### src/rtl/pbus_pkg.sv
// Package: shared widths and request/format codes for the parallel display bus master.
// Assumes an 8-bit bus and pixels of at most three bytes.
package pbus_pkg;
    localparam int BUS_W    = 8;
    localparam int PIX_BYTES = 3;
    localparam int PIX_W    = PIX_BYTES * BUS_W;

    localparam logic [2:0] KIND_CMD   = 3'd0;
    localparam logic [2:0] KIND_DATA  = 3'd1;
    localparam logic [2:0] KIND_PIXEL = 3'd2;
    localparam logic [2:0] KIND_READ  = 3'd3;

    localparam logic [1:0] FMT_565 = 2'd0;
    localparam logic [1:0] FMT_666 = 2'd1;

    typedef enum logic [1:0] {
        PH_IDLE  = 2'd0,
        PH_SETUP = 2'd1,
        PH_LOW   = 2'd2,
        PH_HIGH  = 2'd3
    } phase_e;
endpackage

### src/rtl/pbus_pixel_pack.sv
// Module: pbus_pixel_pack
// Splits one pixel word into the bus bytes for the selected colour format.
// Byte 0 (bits BUS_W-1:0 of bytes_o) is sent first. Purely combinational.
// Assumes format codes 2 and 3 both mean three 8-bit components.
module pbus_pixel_pack
    import pbus_pkg::*;
(
    input  logic [1:0]                fmt_i,
    input  logic [PIX_W-1:0]          pix_i,
    output logic [PIX_BYTES*BUS_W-1:0] bytes_o,
    output logic [1:0]                count_o
);
    // Select byte order and padding per format.
    always_comb begin
        case (fmt_i)
            FMT_565: begin
                bytes_o = {{BUS_W{1'b0}}, pix_i[7:0], pix_i[15:8]};
                count_o = 2'd2;
            end
            FMT_666: begin
                bytes_o = {pix_i[5:0], 2'b00, pix_i[11:6], 2'b00, pix_i[17:12], 2'b00};
                count_o = 2'd3;
            end
            default: begin
                bytes_o = {pix_i[7:0], pix_i[15:8], pix_i[23:16]};
                count_o = 2'd3;
            end
        endcase
    end
endmodule

### src/rtl/pbus_strobe_engine.sv
// Module: pbus_strobe_engine
// Runs one bus byte cycle: setup, strobe low, strobe high, then back to idle.
// Drives data, command/data and driver enable from the start edge until the
// next start. Captures read data at the read strobe rising edge.
// Assumes timing inputs are stable while a cycle runs; a value of 0 counts as 1.
module pbus_strobe_engine
    import pbus_pkg::*;
#(
    parameter int CNT_W = 8
) (
    input  logic             clk,
    input  logic             rst_n,
    input  logic             start_i,
    input  logic             is_read_i,
    input  logic             dc_i,
    input  logic [BUS_W-1:0] byte_i,
    input  logic [CNT_W-1:0] setup_i,
    input  logic [CNT_W-1:0] low_i,
    input  logic [CNT_W-1:0] high_i,
    input  logic [BUS_W-1:0] d_in_i,
    output logic             idle_o,
    output logic             wr_n_o,
    output logic             rd_n_o,
    output logic             dc_o,
    output logic [BUS_W-1:0] d_out_o,
    output logic             d_oe_o,
    output logic             rd_valid_o,
    output logic [BUS_W-1:0] rd_data_o
);
    localparam logic [CNT_W-1:0] CNT_ONE = {{(CNT_W-1){1'b0}}, 1'b1};

    phase_e           phase;
    logic [CNT_W-1:0] cnt;
    logic             rd_mode;

    // Turn a zero timing value into one cycle.
    function automatic logic [CNT_W-1:0] clamp1(input logic [CNT_W-1:0] v);
        return (v == '0) ? CNT_ONE : v;
    endfunction

    assign idle_o = (phase == PH_IDLE);

    // Phase sequencer with per-phase down counter and bus register updates.
    always_ff @(posedge clk) begin
        if (!rst_n) begin
            phase      <= PH_IDLE;
            cnt        <= '0;
            rd_mode    <= 1'b0;
            wr_n_o     <= 1'b1;
            rd_n_o     <= 1'b1;
            dc_o       <= 1'b1;
            d_out_o    <= '0;
            d_oe_o     <= 1'b1;
            rd_valid_o <= 1'b0;
            rd_data_o  <= '0;
        end else begin
            rd_valid_o <= 1'b0;
            case (phase)
                PH_IDLE: begin
                    if (start_i) begin
                        rd_mode <= is_read_i;
                        d_oe_o  <= !is_read_i;
                        dc_o    <= is_read_i ? 1'b1 : dc_i;
                        if (!is_read_i) begin
                            d_out_o <= byte_i;
                        end
                        cnt   <= clamp1(setup_i);
                        phase <= PH_SETUP;
                    end
                end
                PH_SETUP: begin
                    if (cnt == CNT_ONE) begin
                        cnt   <= clamp1(low_i);
                        phase <= PH_LOW;
                        if (rd_mode) begin
                            rd_n_o <= 1'b0;
                        end else begin
                            wr_n_o <= 1'b0;
                        end
                    end else begin
                        cnt <= cnt - CNT_ONE;
                    end
                end
                PH_LOW: begin
                    if (cnt == CNT_ONE) begin
                        cnt    <= clamp1(high_i);
                        phase  <= PH_HIGH;
                        wr_n_o <= 1'b1;
                        rd_n_o <= 1'b1;
                        if (rd_mode) begin
                            rd_valid_o <= 1'b1;
                            rd_data_o  <= d_in_i;
                        end
                    end else begin
                        cnt <= cnt - CNT_ONE;
                    end
                end
                default: begin
                    if (cnt == CNT_ONE) begin
                        phase  <= PH_IDLE;
                        d_oe_o <= 1'b1;
                    end else begin
                        cnt <= cnt - CNT_ONE;
                    end
                end
            endcase
        end
    end

    AST_ONE_STROBE: assert property (@(posedge clk) disable iff (!rst_n)
        !(!wr_n_o && !rd_n_o));

    AST_WRITE_HOLD: assert property (@(posedge clk) disable iff (!rst_n)
        (!wr_n_o && $past(!wr_n_o)) |-> ($stable(d_out_o) && $stable(dc_o)));

    AST_READ_RELEASE: assert property (@(posedge clk) disable iff (!rst_n)
        !rd_n_o |-> (!d_oe_o && dc_o));

    AST_RDV_AT_RISE: assert property (@(posedge clk) disable iff (!rst_n)
        rd_valid_o |-> $rose(rd_n_o));
endmodule

### src/rtl/pbus_select_ctrl.sv
// Module: pbus_select_ctrl
// Owns chip select. Lowers it when a byte cycle starts and keeps it low
// through queued work. Raises it after gap_i idle cycles or on an end request.
// Assumes start_i and end_i never coincide.
module pbus_select_ctrl #(
    parameter int GAP_W = 10
) (
    input  logic             clk,
    input  logic             rst_n,
    input  logic             start_i,
    input  logic             hold_i,
    input  logic             end_i,
    input  logic             idle_i,
    input  logic [GAP_W-1:0] gap_i,
    output logic             cs_n_o
);
    localparam logic [GAP_W-1:0] GAP_ONE = {{(GAP_W-1){1'b0}}, 1'b1};

    logic [GAP_W-1:0] idle_cnt;

    // Chip select level and idle-time counter.
    always_ff @(posedge clk) begin
        if (!rst_n) begin
            cs_n_o   <= 1'b1;
            idle_cnt <= '0;
        end else if (start_i || hold_i) begin
            idle_cnt <= '0;
            if (start_i) begin
                cs_n_o <= 1'b0;
            end
        end else if (end_i) begin
            cs_n_o   <= 1'b1;
            idle_cnt <= '0;
        end else if (idle_i && !cs_n_o) begin
            if ((idle_cnt + GAP_ONE) >= gap_i) begin
                cs_n_o   <= 1'b1;
                idle_cnt <= '0;
            end else begin
                idle_cnt <= idle_cnt + GAP_ONE;
            end
        end
    end

    AST_CS_WHILE_BUSY: assert property (@(posedge clk) disable iff (!rst_n)
        !idle_i |-> !cs_n_o);
endmodule

### src/rtl/pbus_display_master.sv
// Module: pbus_display_master
// Top of the 8080-style display bus master. Accepts one request at a time,
// expands it into one to three bus bytes and feeds them to the strobe engine.
// Chip select is handled by pbus_select_ctrl.
// Assumes timing and format inputs change only while chip select is high.
module pbus_display_master
    import pbus_pkg::*;
#(
    parameter int CNT_W = 8
) (
    input  logic             clk,
    input  logic             rst_n,
    input  logic             req_valid,
    output logic             req_ready,
    input  logic [2:0]       req_kind,
    input  logic [23:0]      req_word,
    input  logic [1:0]       pix_fmt,
    input  logic [CNT_W-1:0] cfg_setup,
    input  logic [CNT_W-1:0] cfg_low,
    input  logic [CNT_W-1:0] cfg_high,
    output logic             bus_cs_n,
    output logic             bus_wr_n,
    output logic             bus_rd_n,
    output logic             bus_dc,
    output logic [7:0]       bus_d_out,
    output logic             bus_d_oe,
    input  logic [7:0]       bus_d_in,
    output logic             rd_valid,
    output logic [7:0]       rd_data
);
    localparam int GAP_W = CNT_W + 2;
    localparam int Q_W   = PIX_BYTES * BUS_W;

    logic [Q_W-1:0]   q_bytes;
    logic [1:0]       q_left;
    logic [1:0]       q_idx;
    logic             q_dc;
    logic             q_read;
    logic [Q_W-1:0]   pk_bytes;
    logic [1:0]       pk_count;
    logic [BUS_W-1:0] cur_byte;
    logic             eng_idle;
    logic             eng_start;
    logic             req_fire;
    logic             req_is_end;
    logic [GAP_W-1:0] gap_len;

    // Widen a timing value and turn zero into one.
    function automatic logic [GAP_W-1:0] widen1(input logic [CNT_W-1:0] v);
        return (v == '0) ? {{(GAP_W-1){1'b0}}, 1'b1} : {{(GAP_W-CNT_W){1'b0}}, v};
    endfunction

    assign req_fire   = req_valid && req_ready;
    assign req_is_end = req_kind[2];
    assign req_ready  = eng_idle && (q_left == 2'd0);
    assign eng_start  = eng_idle && (q_left != 2'd0);
    assign gap_len    = widen1(cfg_setup) + widen1(cfg_low) + widen1(cfg_high);

    pbus_pixel_pack u_pack (
        .fmt_i   (pix_fmt),
        .pix_i   (req_word),
        .bytes_o (pk_bytes),
        .count_o (pk_count)
    );

    // Pick the queued byte that goes out next.
    always_comb begin
        case (q_idx)
            2'd0:    cur_byte = q_bytes[BUS_W-1:0];
            2'd1:    cur_byte = q_bytes[2*BUS_W-1:BUS_W];
            default: cur_byte = q_bytes[3*BUS_W-1:2*BUS_W];
        endcase
    end

    // Load a request into the byte queue and step through it per byte start.
    always_ff @(posedge clk) begin
        if (!rst_n) begin
            q_bytes <= '0;
            q_left  <= 2'd0;
            q_idx   <= 2'd0;
            q_dc    <= 1'b1;
            q_read  <= 1'b0;
        end else if (req_fire && !req_is_end) begin
            q_idx  <= 2'd0;
            q_dc   <= (req_kind != KIND_CMD);
            q_read <= (req_kind == KIND_READ);
            if (req_kind == KIND_PIXEL) begin
                q_bytes <= pk_bytes;
                q_left  <= pk_count;
            end else begin
                q_bytes <= {{(Q_W-BUS_W){1'b0}}, req_word[BUS_W-1:0]};
                q_left  <= 2'd1;
            end
        end else if (eng_start) begin
            q_left <= q_left - 2'd1;
            q_idx  <= q_idx + 2'd1;
        end
    end

    pbus_strobe_engine #(
        .CNT_W (CNT_W)
    ) u_engine (
        .clk        (clk),
        .rst_n      (rst_n),
        .start_i    (eng_start),
        .is_read_i  (q_read),
        .dc_i       (q_dc),
        .byte_i     (cur_byte),
        .setup_i    (cfg_setup),
        .low_i      (cfg_low),
        .high_i     (cfg_high),
        .d_in_i     (bus_d_in),
        .idle_o     (eng_idle),
        .wr_n_o     (bus_wr_n),
        .rd_n_o     (bus_rd_n),
        .dc_o       (bus_dc),
        .d_out_o    (bus_d_out),
        .d_oe_o     (bus_d_oe),
        .rd_valid_o (rd_valid),
        .rd_data_o  (rd_data)
    );

    pbus_select_ctrl #(
        .GAP_W (GAP_W)
    ) u_select (
        .clk     (clk),
        .rst_n   (rst_n),
        .start_i (eng_start),
        .hold_i  (req_fire && !req_is_end),
        .end_i   (req_fire && req_is_end),
        .idle_i  (eng_idle),
        .gap_i   (gap_len),
        .cs_n_o  (bus_cs_n)
    );

    AST_NO_STROBE_WHEN_READY: assert property (@(posedge clk) disable iff (!rst_n)
        req_ready |-> (bus_wr_n && bus_rd_n));

    AST_CS_BEFORE_FALL: assert property (@(posedge clk) disable iff (!rst_n)
        $fell(bus_wr_n) |-> $past(!bus_cs_n));

    AST_END_RAISES_CS: assert property (@(posedge clk) disable iff (!rst_n)
        (req_fire && req_is_end) |=> bus_cs_n);

    AST_BUSY_AFTER_ACCEPT: assert property (@(posedge clk) disable iff (!rst_n)
        (req_fire && !req_is_end) |=> !req_ready);
endmodule

### config.mk
export PLATFORM = sky130hd
export DESIGN_NAME = pbus_display_master
export DESIGN_NICKNAME = d
export VERILOG_FILES = /design/src/rtl/pbus_pkg.sv /design/src/rtl/pbus_pixel_pack.sv /design/src/rtl/pbus_strobe_engine.sv /design/src/rtl/pbus_select_ctrl.sv /design/src/rtl/pbus_display_master.sv
export SDC_FILE = /design/constraint.sdc
export NUM_CORES = 1
export LEC_CHECK = 0
export BUFFER_PORTS_ARGS = -buffer_cell sky130_fd_sc_hd__buf_4
export CAP_MARGIN = 20
export CORE_UTILIZATION = 35
export DETAILED_ROUTE_END_ITERATION = 12
export PLACE_DENSITY = 0.51
export SKIP_CTS_REPAIR_TIMING = 1
export SYNTH_ARGS = -nofsm -noshare
export SYNTH_HDL_FRONTEND = slang
export SYNTH_HIERARCHICAL = 1
export SYNTH_SLANG_ARGS = --single-unit
### constraint.sdc
create_clock -name clk -period 8.09 [get_ports clk]
set_input_delay 0.4045 -clock clk [delete_from_list [all_inputs] [get_ports clk]]
set_output_delay 0.4045 -clock clk [all_outputs]
set_load 0.05 [all_outputs]
==> impl_table.tex, run 1 <==
\begin{tabular}{lr}
\hline
Metric & Value \\
\hline
\multicolumn{2}{l}{\textbf{Status}} \\
\quad Outcome & finished, final reports clean \\
\multicolumn{2}{l}{\textbf{Cells and area}} \\
\quad Number of filler cells placed in the layout & 1445 \\
\quad Nets@finish & roughly 800 \\
\quad Area growth, synth to finish & 17.8\% \\
\quad Share of final-layout standard cells stronger than drive strength 1 & roughly 17\% \\
\quad Total non-filler cell area in the finished layout & 6050 um\^{}2 \\
\quad Number of antenna cells inserted & 0 \\
\multicolumn{2}{l}{\textbf{Timing}} \\
\quad Fmax & $\sim$0.25 GHz \\
\quad Final cycle utilization of the critical path & 50.3\% \\
\quad Post-layout worst setup margin & roughly 4000 ps \\
\quad Count of final setup violators & 0 \\
\quad RSZ-0062 raised after global routing & no \\
\quad Number of hold violations in the final report & 0 \\
\quad Fin. max-slew vios & 0 \\
\quad Total negative slack for setup checks & 0 ps \\
\quad Headroom to the max-slew limit & between 40 and 50\% \\
\quad Post-layout min period & roughly 4100 ps \\
\quad Worst clock skew on the final layout & roughly 10 ps \\
\quad Tightest Pin Transition & 853 ps \\
\multicolumn{2}{l}{\textbf{Clock network}} \\
\quad CTS sink count & 73 \\
\quad TritonCTS clock tree & done \\
\quad TritonCTS buffer count & 9 \\
\quad Number of levels the H-tree was split into & 3 \\
\quad Clock Tree Root & sky130\_fd\_sc\_hd\_\_clkbuf\_16 \\
\quad Maximum count of clock buffers along a single path & 2 \\
\quad Later-pin clock latency in the skew report & 330 ps \\
\quad Clock-pin slew on the worst setup and hold paths & 60 ps \\
\multicolumn{2}{l}{\textbf{Placement}} \\
\quad Gpl congestion & 0.857 \\
\quad Pre-CTS setup slack & 3960 ps \\
\quad PortBufs & 86 \\
\quad Post-Place Cell Area & slightly below 6000 um\^{}2 \\
\quad Post-detailed-placement half-perimeter wirelength & 10200 um \\
\multicolumn{2}{l}{\textbf{Logic synthesis}} \\
\quad Synthesis warning total & 6 \\
\quad FF+latch count, synth & 73 \\
\quad Top cell type's share of synthesized area & 28.5\% \\
\quad Top post-synthesis cells by area & sky130\_fd\_sc\_hd\_\_dfxtp\_1 (28\%), sky130\_fd\_sc\_hd\_\_nand2\_1 (7.6\%), sky130\_fd\_sc\_hd\_\_ha\_1 (6.6\%), sky130\_fd\_sc\_hd\_\_inv\_1 (4.5\%), sky130\_fd\_sc\_hd\_\_mux2i\_1 (4.1\%) \\
\quad FFs w/ async S/R, synth & 0\% \\
\quad Simple-gate share of the synthesized area & 22.3\% \\
\quad Complex-gate fraction of the synthesized area & between 20\% and 30\% \\
\quad Synthesized area per cell & 7.92 um\^{}2 \\
\quad Combinational family with the most area after synthesis & compound AO/OA/AOI/OAI gates \\
\quad Net count of the mapped netlist & 748 \\
\quad Total standard cell area after synthesis & 5130 um\^{}2 \\
\quad Cell type with the largest total area after synthesis & sky130\_fd\_sc\_hd\_\_dfxtp\_1 \\
\quad Post-synthesis share of cell area spent on full adders, half adders and majority gates & about 10\% \\
\quad Sequential element share of the synthesized area & between 20 and 30\% \\
\quad Most frequent cells after synthesis & sky130\_fd\_sc\_hd\_\_nand2\_1 (104), sky130\_fd\_sc\_hd\_\_dfxtp\_1 (73), sky130\_fd\_sc\_hd\_\_inv\_1 (61), sky130\_fd\_sc\_hd\_\_a21oi\_1 (40), sky130\_fd\_sc\_hd\_\_nand3\_1 (32) \\
\quad Post-synthesis cell type count & 72 \\
\quad Xor and xnor area share after synthesis & 2.39\% \\
\quad Most used flip-flop cell after synthesis & sky130\_fd\_sc\_hd\_\_dfxtp\_1 \\
\quad Number of instances in the synthesized netlist & approximately 650 \\
\quad Count leader, synth & sky130\_fd\_sc\_hd\_\_nand2\_1 \\
\quad Number of flops mapped to enable cells by yosys & 0 \\
\quad Share of synthesized area spent on multiplexers & a little over 4\% \\
\multicolumn{2}{l}{\textbf{GRT}} \\
\quad Busiest grt layer & met2 \\
\quad Global-route wire length before repair & 21700 um \\
\quad GR Layer Usage met2 & roughly 28\% \\
\quad Global-route met3 utilization & 3.46\% \\
\quad Vias in the first global route & 4356 \\
\quad Antenna violations before repair & 0 \\
\quad Maximum number of pins on one net before global-route repair & 39 \\
\quad Total Routing Usage GR & a little under a fifth \\
\quad Routing usage on met1 & 25.6\% \\
\quad Global route total overflow & 0 \\
\multicolumn{2}{l}{\textbf{Critical path}} \\
\quad Critical path destination & u\_select/idle\_cnt[6]\$\_SDFFE\_PP0P\_ \\
\quad Category of the worst setup path launch point & register \\
\quad Endpoint required time on the critical path & 8310 ps \\
\quad Critical Path End Type & register \\
\quad Max FO, Critical Path & 37 \\
\quad Signal arrival time at the worst endpoint & $\sim$4300 ps \\
\quad Critical path class & reg2reg \\
\quad Worst reg2reg startpoint & u\_engine/phase[0]\$\_SDFFE\_PN0P\_ \\
\quad Cell count of the worst reg-to-reg path & 8 \\
\quad R2R Setup Slk & 4020 ps \\
\quad Reg2Reg Capture Point & u\_select/idle\_cnt[6]\$\_SDFFE\_PP0P\_ \\
\quad Timing startpoint of the critical path & u\_engine/phase[0]\$\_SDFFE\_PN0P\_ \\
\multicolumn{2}{l}{\textbf{Flow run}} \\
\quad Max-cap violations & 0 \\
\multicolumn{2}{l}{\textbf{Power and ir drop}} \\
\quad Leakage Power & 2.59 nW \\
\quad Max VDD drop & 0.000198 V \\
\quad Power density of the placed cells & 251 nW/um\^{}2 \\
\quad Total design power & roughly 0.0015 W \\
\multicolumn{2}{l}{\textbf{Detailed routing}} \\
\quad Remaining antenna violation count & 0 \\
\quad Mean number of vias per cell & 5.19 \\
\quad DRC violations left & 0 \\
\quad Number of DRC markers after the initial detailed-route iteration & 268 \\
\quad Final routed wirelength across all metal layers & roughly 13000 um \\
\quad DR vias & 4622 \\
\quad Number of iterations in the first detailed-routing pass & 5 \\
\quad WL per Instance & 14.9 um \\
\multicolumn{2}{l}{\textbf{Die}} \\
\quad Die Footprint & 15200 um\^{}2 \\
\quad Die span in x & 123 um \\
\quad Starting density of the core & between 30 and 40\% \\
\quad Count of standard-cell rows & 43 \\
\quad Count of pins on the block boundary & 87 \\
\quad Core region area & 14100 um\^{}2 \\
\quad Die span in y & 123 um \\
\multicolumn{2}{l}{\textbf{Min path}} \\
\quad HP Class & in2reg \\
\quad Cell depth of the worst hold path & 3 \\
\hline
\end{tabular}
## stage by stage
stage	std cells	hold WS, ps	util [%]
floorplan	648	432	-
global placement	876	439	41.0
detailed placement	876	445	41.0
CTS	891	305	42.9
global route	891	306	42.9
finish	891	321	42.9
## placed cells by master (no fill, tap or decap), drive strengths merged, types with 10 or more instances in the layout
master and instances:
mux2i 21, a22o 17, xnor2 11, buf 87, nor2 30, a21oi 40
a21boi 18, o21ai 31, a22oi 14, nand3 34, clkbuf 10, inv 62
nand2 105, dfxtp 73, ha 27
## critical path, cell delays in order, from the launching register on
cell and delay [ps]:
sky130_fd_sc_hd__dfxtp_1 380, sky130_fd_sc_hd__inv_1 80, sky130_fd_sc_hd__ha_1 490, sky130_fd_sc_hd__nand3_1 200
sky130_fd_sc_hd__or2_1 680, sky130_fd_sc_hd__clkinv_2 650, sky130_fd_sc_hd__or4b_1 910, sky130_fd_sc_hd__nand2b_1 290
sky130_fd_sc_hd__o32ai_1 260
## worst min-delay path by stage
stage | slack, ps | end | startpoint
2_1_floorplan | 430 | q_bytes[16]$_SDFFE_PN0P_ | q_bytes[16]$_SDFFE_PN0P_
3_3_place_gp | 440 | q_bytes[10]$_SDFFE_PN0P_ | q_bytes[10]$_SDFFE_PN0P_
3_5_place_dp | 440 | q_bytes[19]$_SDFFE_PN0P_ | q_bytes[19]$_SDFFE_PN0P_
4_1_cts | 300 | u_engine/rd_data_o[7]$_SDFFE_PN0P_ | bus_d_in[7]
5_1_grt | 310 | u_engine/rd_data_o[7]$_SDFFE_PN0P_ | bus_d_in[7]
6_report | 320 | u_engine/rd_data_o[7]$_SDFFE_PN0P_ | bus_d_in[7]
## registers in the layout, indices dropped and copies added, names as in the netlist
name / count
u_engine/d_out_o: 8
u_select/cs_n_o: 1
q_left: 2
q_idx: 2
u_engine/rd_data_o: 8
u_engine/cnt: 8
u_engine/rd_valid_o: 1
q_read: 1
u_engine/phase: 2
u_select/idle_cnt: 10
u_engine/rd_mode: 1
q_dc: 1
q_bytes: 24
u_engine/dc_o: 1
u_engine/d_oe_o: 1
u_engine/rd_n_o: 1
u_engine/wr_n_o: 1
## final cells by class
class	instances	area [um^2]	area share (%)
Clock buffer	10	239	3.95
Clock inverter	5	31.3	0.517
Inverter	63	238	3.93
Multi-Input combinational cell	473	3200	52.9
Sequential cell	73	1460	24.2
Tap cell	180	225	3.72
Timing Repair Buffer	87	653	10.8
## metal layers
metal  up-vias  wire length, um
li1       2388                -
met1      2131             6490
met2        97             6160
met3         6              515
met4         0              120
met5         -                0
## where the power goes
part | switching, W | internal, W | leakage, nW
clock network | 0.000148 | 0.000213 | 0.135
logic | 0.000443 | 0.000270 | 1.86
registers | 0.0000380 | 0.000405 | 0.592
total | 0.000629 | 0.000889 | 2.59
## cells by family (layout without fill, tap and decap cells)
| group | count (synthesis) | in the layout |
|---|---|---|
| compound gates | 172 | 172 |
| xor+xnor | 14 | 14 |
| simple gates | 229 | 229 |
| flops | 73 | 73 |
| fa+ha+maj | 36 | 36 |
| other cells | 1 | 1 |
| buf+inv | 102 | 165 |
| mux | 21 | 21 |
Note: power is estimated with default switching activity, not from simulation.
==> run 2, diff against run 1 <==
- PLACE_DENSITY: 0.51 -> 0.53
- clock period: 8.09 -> 3.6 ns (I/O delays scaled with it)
==> run 2 against run 1 <==
Against the previous run:
- combinational power rose by 130%
- global-route usage rose by 1.9 points
- routed wire length rose by 9.3%
- cell area rose by 3.5%
- sequential cell count did not move
- total power rose by 130%
- count of clock-buffer cells in the layout fell by 1
- register-to-register slack got worse by 3000 ps
- sequential share of layout area fell by 0.82 points
- non-clock buffer count rose by 28
- clock skew fell by 4.7 ps
- hold slack got worse by 230 ps
- critical endpoint is now u_select/idle_cnt[7]$_SDFFE_PP0P_
- highest routed layer unchanged
==> impl_table.tex, run 2 (synthesized netlist as in run 1, its figures left out) <==
\begin{tabular}{lr}
\hline
Metric & Value \\
\hline
\multicolumn{2}{l}{\textbf{Status}} \\
\quad Outcome & finished, final reports clean \\
\multicolumn{2}{l}{\textbf{Flow run}} \\
\quad Max-cap violations & 0 \\
\multicolumn{2}{l}{\textbf{Cells and area}} \\
\quad Share of final-layout standard cells stronger than drive strength 1 & 20.3\% \\
\quad Most common cell after layout, fill and taps aside & sky130\_fd\_sc\_hd\_\_buf\_4 \\
\quad Max FFs per register & 24 \\
\quad Total non-filler cell area in the finished layout & 6260 um\^{}2 \\
\quad Number of antenna cells inserted & 0 \\
\quad Top library cells by usage in the layout, fill and taps aside & sky130\_fd\_sc\_hd\_\_buf\_4 (115), sky130\_fd\_sc\_hd\_\_nand2\_1 (104), sky130\_fd\_sc\_hd\_\_dfxtp\_1 (73) \\
\quad Area growth, synth to finish & 22.0\% \\
\quad Registers with the highest flip-flop counts & q\_bytes (24), u\_select/idle\_cnt (10) \\
\quad Nets@finish & 835 \\
\quad Register with the most flip-flops & q\_bytes \\
\quad Number of filler cells placed in the layout & 1430 \\
\multicolumn{2}{l}{\textbf{Critical path}} \\
\quad Endpoint required time on the critical path & 3860 ps \\
\quad Max FO, Critical Path & 8 \\
\quad Category of the worst setup path launch point & input port \\
\quad Signal arrival time at the worst endpoint & 3560 ps \\
\quad Critical Path End Type & register \\
\quad Timing startpoint of the critical path & cfg\_setup[1] \\
\quad Critical path class & in2reg \\
\quad Worst reg2reg startpoint & u\_select/idle\_cnt[2]\$\_SDFFE\_PP0P\_ \\
\multicolumn{2}{l}{\textbf{Detailed routing}} \\
\quad Number of iterations in the first detailed-routing pass & 6 \\
\quad Final routed wirelength across all metal layers & 14500 um \\
\quad WL per Instance & 15.8 um \\
\quad Mean number of vias per cell & 5.24 \\
\quad Remaining antenna violation count & 0 \\
\quad DRC violations left & 0 \\
\quad DR vias & 4818 \\
\quad Number of DRC markers after the initial detailed-route iteration & 293 \\
\multicolumn{2}{l}{\textbf{Die}} \\
\quad Die Footprint & about 15000 um\^{}2 \\
\quad Count of pins on the block boundary & 87 \\
\quad Die span in y & 123 um \\
\quad Starting density of the core & 36.4\% \\
\quad Count of standard-cell rows & 43 \\
\quad Die span in x & $\sim$120 um \\
\quad Core region area & 14100 um\^{}2 \\
\multicolumn{2}{l}{\textbf{Power and ir drop}} \\
\quad Max VDD drop & 0.000392 V \\
\quad Power density of the placed cells & approximately 560 nW/um\^{}2 \\
\quad Leakage Power & 2.72 nW \\
\multicolumn{2}{l}{\textbf{Timing}} \\
\quad Fin. max-slew vios & 0 \\
\quad Post-layout worst setup margin & 303 ps \\
\quad Headroom to the max-slew limit & 51.3\% \\
\quad Final cycle utilization of the critical path & 91.6\% \\
\quad Number of hold violations in the final report & 0 \\
\quad Post-layout min period & 3300 ps \\
\quad Hold WS & 91.9 ps \\
\quad Worst clock skew on the final layout & 5.31 ps \\
\quad Tightest Pin Transition & between 700 and 800 ps \\
\quad Count of final setup violators & 0 \\
\quad RSZ-0062 raised after global routing & no \\
\quad Fmax & 0.303 GHz \\
\multicolumn{2}{l}{\textbf{Placement}} \\
\quad Post-detailed-placement half-perimeter wirelength & 11300 um \\
\quad Gpl congestion & 0.868 \\
\quad PortBufs & 86 \\
\quad Pre-CTS setup slack & -33.7 ps \\
\quad Post-Place Cell Area & $\sim$6000 um\^{}2 \\
\multicolumn{2}{l}{\textbf{GRT}} \\
\quad Total Routing Usage GR & 20.2\% \\
\quad Vias in the first global route & between 4k and 5k \\
\quad Maximum number of pins on one net before global-route repair & 39 \\
\quad Antenna violations before repair & 0 \\
\quad Global-route wire length before repair & 23600 um \\
\quad Global route total overflow & 0 \\
\multicolumn{2}{l}{\textbf{Min path}} \\
\quad HP Class & in2reg \\
\quad Worst hold path startpoint & bus\_d\_in[7] \\
\multicolumn{2}{l}{\textbf{Clock network}} \\
\quad Later-pin clock latency in the skew report & 330 ps \\
\quad CTS sink count & 73 \\
\quad Clock-pin slew on the worst setup and hold paths & 60 ps \\
\quad Number of levels the H-tree was split into & 3 \\
\quad Clock Tree Root & sky130\_fd\_sc\_hd\_\_clkbuf\_16 \\
\quad TritonCTS buffer count & 9 \\
\quad TritonCTS clock tree & done \\
\quad Maximum count of clock buffers along a single path & 2 \\
\hline
\end{tabular}
run 2: through the flow:
stage	setup TNS (ps)	std cells	total power, W	utilization [%]
after global routing	0	920	0.00374	44.4
after global placement	-6.63	904	0.00266	42.5
after detailed placement	-191	904	0.00268	42.5
after CTS	0	920	0.00352	44.4
after floorplan	0	648	0.00223	-
final	0	920	0.00349	44.4
run 2: layer usage:
layer | global-route usage (%) | vias to the layer above | share of wire [%]
met4 | 6.93 | 0 | 2.0
met5 | 0 | - | 0
met1 | 29.3 | 2230 | 51
met3 | 3.23 | 16 | 4.1
li1 | - | 2446 | -
met2 | 29.9 | 126 | 43
run 2: report_power, final:
part | switching, W | leakage, nW | internal [W]
Combinational | 0.00102 | 2.00 | 0.000649
Clock | 0.000356 | 0.131 | 0.000464
Sequential | 0.0000905 | 0.592 | 0.000911
run 2: cell type report:
cell class,count,area [um^2],area share (%)
clock buffer,9,225,3.60
timing repair buffer,115,863,13.8
tap,180,225,3.60
clock inverter,7,47.5,0.759
multi-input combinational,473,3200,51.1
inverter,63,238,3.80
sequential,73,1460,23.3
run 2: critical path: stages:
cell	delay, ps
sky130_fd_sc_hd__buf_4	80
sky130_fd_sc_hd__inv_1	70
sky130_fd_sc_hd__a41o_1	250
sky130_fd_sc_hd__fa_1	420
sky130_fd_sc_hd__ha_1	200
sky130_fd_sc_hd__inv_1	70
sky130_fd_sc_hd__fa_1	190
sky130_fd_sc_hd__nor2b_1	60
sky130_fd_sc_hd__o31a_1	240
sky130_fd_sc_hd__or4_1	400
sky130_fd_sc_hd__nand3_1	100
sky130_fd_sc_hd__inv_1	40
sky130_fd_sc_hd__ha_1	300
sky130_fd_sc_hd__a21oi_1	130
sky130_fd_sc_hd__o21ai_0	160
sky130_fd_sc_hd__a31oi_4	190
sky130_fd_sc_hd__buf_4	180
sky130_fd_sc_hd__nand4_1	100
sky130_fd_sc_hd__a31oi_1	180
run 2: worst paths after layout:
| path | end | slack, ps | depth (start not counted) |
|---|---|---|---|
| max | u_select/idle_cnt[7]$_SDFFE_PP0P_ | 300 | 19 |
| min | u_engine/rd_data_o[7]$_SDFFE_PN0P_ | 90 | 3 |
| max reg2reg | u_select/idle_cnt[7]$_SDFFE_PP0P_ | 980 | 12 |
| min reg2reg | u_engine/rd_data_o[6]$_SDFFE_PN0P_ | 450 | 2 |
==> run 3, diff against run 2 <==
- ABC_AREA: not set -> 1
==> run 3 against run 2 <==
Against the previous run:
- first-iteration DRC count is 1.0% lower
- critical path depth rose by 2
- non-clock buffer count down 27
- count of clock-buffer cells in the layout up 1
- synthesized cell count up 28%
- global-route usage down 2.2 points
- cell area rose by 2.8%
- register-to-register slack improved by 210 ps
- sequential cell count is the same
==> impl_table.tex, run 3 <==
\begin{tabular}{lr}
\hline
Metric & Value \\
\hline
\multicolumn{2}{l}{\textbf{Status}} \\
\quad Outcome & finished, final reports clean \\
\multicolumn{2}{l}{\textbf{Logic synthesis}} \\
\quad Cell type with the largest total area after synthesis & sky130\_fd\_sc\_hd\_\_dfxtp\_1 \\
\quad Net count of the mapped netlist & 930 \\
\quad Top post-synthesis cells by area & sky130\_fd\_sc\_hd\_\_dfxtp\_1 (27\%), sky130\_fd\_sc\_hd\_\_nand2\_1 (17\%), sky130\_fd\_sc\_hd\_\_inv\_1 (8.1\%), sky130\_fd\_sc\_hd\_\_nand3\_1 (7.5\%), sky130\_fd\_sc\_hd\_\_ha\_1 (6.2\%) \\
\quad Total standard cell area after synthesis & 5480 um\^{}2 \\
\quad Top cell type's share of synthesized area & about a quarter \\
\quad Post-synthesis cell type count & 44 \\
\quad Synthesis warning total & 6 \\
\quad Number of instances in the synthesized netlist & between 800 and 900 \\
\quad Synthesized area per cell & 6.60 um\^{}2 \\
\quad Count leader, synth & sky130\_fd\_sc\_hd\_\_nand2\_1 \\
\quad Sequential element share of the synthesized area & 26.7\% \\
\quad FF+latch count, synth & 73 \\
\quad Most used flip-flop cell after synthesis & sky130\_fd\_sc\_hd\_\_dfxtp\_1 \\
\quad FFs w/ async S/R, synth & 0\% \\
\quad Most frequent cells after synthesis & sky130\_fd\_sc\_hd\_\_nand2\_1 (252), sky130\_fd\_sc\_hd\_\_inv\_1 (118), sky130\_fd\_sc\_hd\_\_nand3\_1 (82), sky130\_fd\_sc\_hd\_\_dfxtp\_1 (73), sky130\_fd\_sc\_hd\_\_nor2\_1 (54) \\
\quad Number of flops mapped to enable cells by yosys & 0 \\
\multicolumn{2}{l}{\textbf{Timing}} \\
\quad RSZ-0062 raised after global routing & no \\
\quad Fin. max-slew vios & 0 \\
\quad Worst clock skew on the final layout & 8.94 ps \\
\quad Number of hold violations in the final report & 0 \\
\quad Final cycle utilization of the critical path & around four fifths \\
\quad Post-layout min period & 2910 ps \\
\quad Fmax & 0.343 GHz \\
\quad Total negative slack for setup checks & 0 ps \\
\quad Tightest Pin Transition & 646 ps \\
\quad Headroom to the max-slew limit & 56.8\% \\
\quad Count of final setup violators & 0 \\
\multicolumn{2}{l}{\textbf{Die}} \\
\quad Die span in y & 127 um \\
\quad Starting density of the core & 35.9\% \\
\quad Core region area & 15300 um\^{}2 \\
\quad Die span in x & 127 um \\
\quad Count of pins on the block boundary & 87 \\
\quad Count of standard-cell rows & 45 \\
\quad Die Footprint & 16200 um\^{}2 \\
\multicolumn{2}{l}{\textbf{Power and ir drop}} \\
\quad Clock power share & between 20\% and 30\% \\
\quad Power density of the placed cells & 545 nW/um\^{}2 \\
\quad Total design power & 0.00351 W \\
\quad Net Switching & around 0.0016 W \\
\quad P\_int & a little under 0.002 W \\
\quad Switching part of the total power & between 40\% and 50\% \\
\quad Part of the power in registers & 29.2\% \\
\quad Leakage Power & 3.33 nW \\
\quad Max VDD drop & 0.000394 V \\
\quad Combinational power share & between 40\% and 50\% \\
\multicolumn{2}{l}{\textbf{Clock network}} \\
\quad Clock-pin slew on the worst setup and hold paths & 60 ps \\
\quad Number of levels the H-tree was split into & 3 \\
\quad Maximum count of clock buffers along a single path & 2 \\
\quad Clock Tree Root & sky130\_fd\_sc\_hd\_\_clkbuf\_16 \\
\quad TritonCTS buffer count & 9 \\
\quad CTS sink count & 73 \\
\quad TritonCTS clock tree & done \\
\quad Later-pin clock latency in the skew report & roughly 330 ps \\
\multicolumn{2}{l}{\textbf{Cells and area}} \\
\quad Total non-filler cell area in the finished layout & 6440 um\^{}2 \\
\quad Number of filler cells placed in the layout & 1685 \\
\quad Nets@finish & 1000 \\
\quad Number of antenna cells inserted & 0 \\
\quad Footprint of the multi-input gates & $\sim$3300 um\^{}2 \\
\quad Area taken by flip-flops and latches & 1460 um\^{}2 \\
\quad Final Util & 42.2\% \\
\quad Registers with the highest flip-flop counts & q\_bytes (24), u\_select/idle\_cnt (10) \\
\quad Top library cells by usage in the layout, fill and taps aside & sky130\_fd\_sc\_hd\_\_nand2\_1 (252), sky130\_fd\_sc\_hd\_\_inv\_1 (118), sky130\_fd\_sc\_hd\_\_buf\_4 (88) \\
\quad Area growth, synth to finish & 17.5\% \\
\quad Register with the most flip-flops & q\_bytes \\
\quad Max FFs per register & 24 \\
\quad Share of final-layout standard cells stronger than drive strength 1 & 18.1\% \\
\quad Final Instance Count excl. Fillers & 1116 \\
\quad Most common cell after layout, fill and taps aside & sky130\_fd\_sc\_hd\_\_nand2\_1 \\
\multicolumn{2}{l}{\textbf{Critical path}} \\
\quad Critical path class & in2reg \\
\quad Critical Path End Type & register \\
\quad Max FO, Critical Path & 10 \\
\quad Endpoint required time on the critical path & 3860 ps \\
\quad Signal arrival time at the worst endpoint & between 3000 and 4000 ps \\
\quad Category of the worst setup path launch point & input port \\
\quad R2R Setup Slk & between 1000 and 1500 ps \\
\multicolumn{2}{l}{\textbf{Flow run}} \\
\quad Max-cap violations & 0 \\
\multicolumn{2}{l}{\textbf{Detailed routing}} \\
\quad Metal3 WL & 695 um \\
\quad Mean number of vias per cell & around 4.6 \\
\quad Final routed wirelength across all metal layers & between 10000 and 15000 um \\
\quad DRC violations left & 0 \\
\quad DR vias & 5152 \\
\quad Number of DRC markers after the initial detailed-route iteration & 290 \\
\quad Remaining antenna violation count & 0 \\
\quad Sum of routed wire segments on met1 & 7050 um \\
\quad Routed length on met2 & 5940 um \\
\quad Uppermost routed layer & met4 \\
\quad Number of iterations in the first detailed-routing pass & 5 \\
\quad WL per Instance & 12.4 um \\
\multicolumn{2}{l}{\textbf{GRT}} \\
\quad Antenna violations before repair & 0 \\
\quad Maximum number of pins on one net before global-route repair & 37 \\
\quad Global-route wire length before repair & 23400 um \\
\quad Total Routing Usage GR & $\sim$18\% \\
\quad Vias in the first global route & 4896 \\
\quad Global route total overflow & 0 \\
\multicolumn{2}{l}{\textbf{Placement}} \\
\quad Post-Place Cell Area & a little over 6000 um\^{}2 \\
\quad Gpl congestion & just over 0.9 \\
\quad Number of placed instances with taps included & between 1k and 1.5k \\
\quad Post-detailed-placement half-perimeter wirelength & 10700 um \\
\quad PortBufs & 86 \\
\multicolumn{2}{l}{\textbf{Min path}} \\
\quad HP Class & in2reg \\
\hline
\end{tabular}
-- run 3: logic make-up (layout without fill, tap and decap cells) --
| kind of cell | after synthesis | count (layout) | synth area share (%) |
|---|---|---|---|
| flip-flops | 73 | 73 | 26.7 |
| buffers and inverters | 158 | 233 | 13.2 |
| other | 1 | 1 | 0.0684 |
| adder cells (fa/ha/maj) | 36 | 36 | 9.45 |
| AND/OR/NAND/NOR | 446 | 446 | 37.9 |
| XOR/XNOR | 12 | 12 | 2.19 |
| AO/OA/AOI/OAI | 104 | 104 | 10.5 |
-- run 3: final cells by class --
type / instances / share of cell area [%]
Timing Repair Buffer: 88 / 10.3
Clock buffer: 10 / 3.56
Multi-Input combinational cell: 599 / 51.2
Tap cell: 211 / 4.10
Clock inverter: 6 / 0.680
Sequential cell: 73 / 22.7
Inverter: 129 / 7.56
-- run 3: power by group through the flow --
| stage | combinational, W | clock, W | sequential, W |
|---|---|---|---|
| 6_report | 0.00167 | 0.000815 | 0.00102 |
| 2_1_floorplan | 0.00116 | 0 | 0.00113 |
| 4_1_cts | 0.00169 | 0.000852 | 0.00102 |
| 5_1_grt | 0.00189 | 0.000887 | 0.00104 |
| 3_3_place_gp | 0.00168 | 0 | 0.00104 |
| 3_5_place_dp | 0.00168 | 0 | 0.00104 |
-- run 3: per-stage QoR --
| stage | setup WS [ps] | hold slack [ps] |
|---|---|---|
| after floorplan | 780 | 249 |
| after global placement | 375 | 434 |
| after detailed placement | 306 | 439 |
| after CTS | 667 | 91.7 |
| after global routing | 303 | 104 |
| final | 688 | 104 |
-- run 3: worst paths after layout --
| kind | from | endpoint | cells after the start |
|---|---|---|---|
| worst max-delay path | cfg_low[2] | u_select/idle_cnt[5]$_SDFFE_PP0P_ | 21 |
| worst min-delay path | bus_d_in[6] | u_engine/rd_data_o[6]$_SDFFE_PN0P_ | 3 |
| worst max register to register | u_select/idle_cnt[0]$_SDFFE_PP0P_ | u_select/idle_cnt[5]$_SDFFE_PP0P_ | 14 |
| worst min register to register | u_engine/rd_data_o[3]$_SDFFE_PN0P_ | u_engine/rd_data_o[3]$_SDFFE_PN0P_ | 2 |
-- run 3: routing by layer --
layer	vias up	GRT usage (%)
met5	-	0
met3	9	4.27
met1	2287	24.8
met2	113	28.1
li1	2743	-
met4	0	4.41
-- run 3: critical path, cell delays in order --
cell	delay, ps
sky130_fd_sc_hd__buf_4	130
sky130_fd_sc_hd__nor3_1	170
sky130_fd_sc_hd__nand3_1	90
sky130_fd_sc_hd__o21bai_1	190
sky130_fd_sc_hd__fa_1	200
sky130_fd_sc_hd__ha_1	160
sky130_fd_sc_hd__inv_1	50
sky130_fd_sc_hd__fa_1	400
sky130_fd_sc_hd__inv_1	100
sky130_fd_sc_hd__nand3_1	100
sky130_fd_sc_hd__nand3_1	100
sky130_fd_sc_hd__nand2_1	50
sky130_fd_sc_hd__nand2_1	50
sky130_fd_sc_hd__inv_1	40
sky130_fd_sc_hd__ha_1	290
sky130_fd_sc_hd__a21o_1	180
sky130_fd_sc_hd__nor2_1	100
sky130_fd_sc_hd__nand2_1	100
sky130_fd_sc_hd__nor2_4	240
sky130_fd_sc_hd__nand3_1	130
sky130_fd_sc_hd__a21oi_2	120
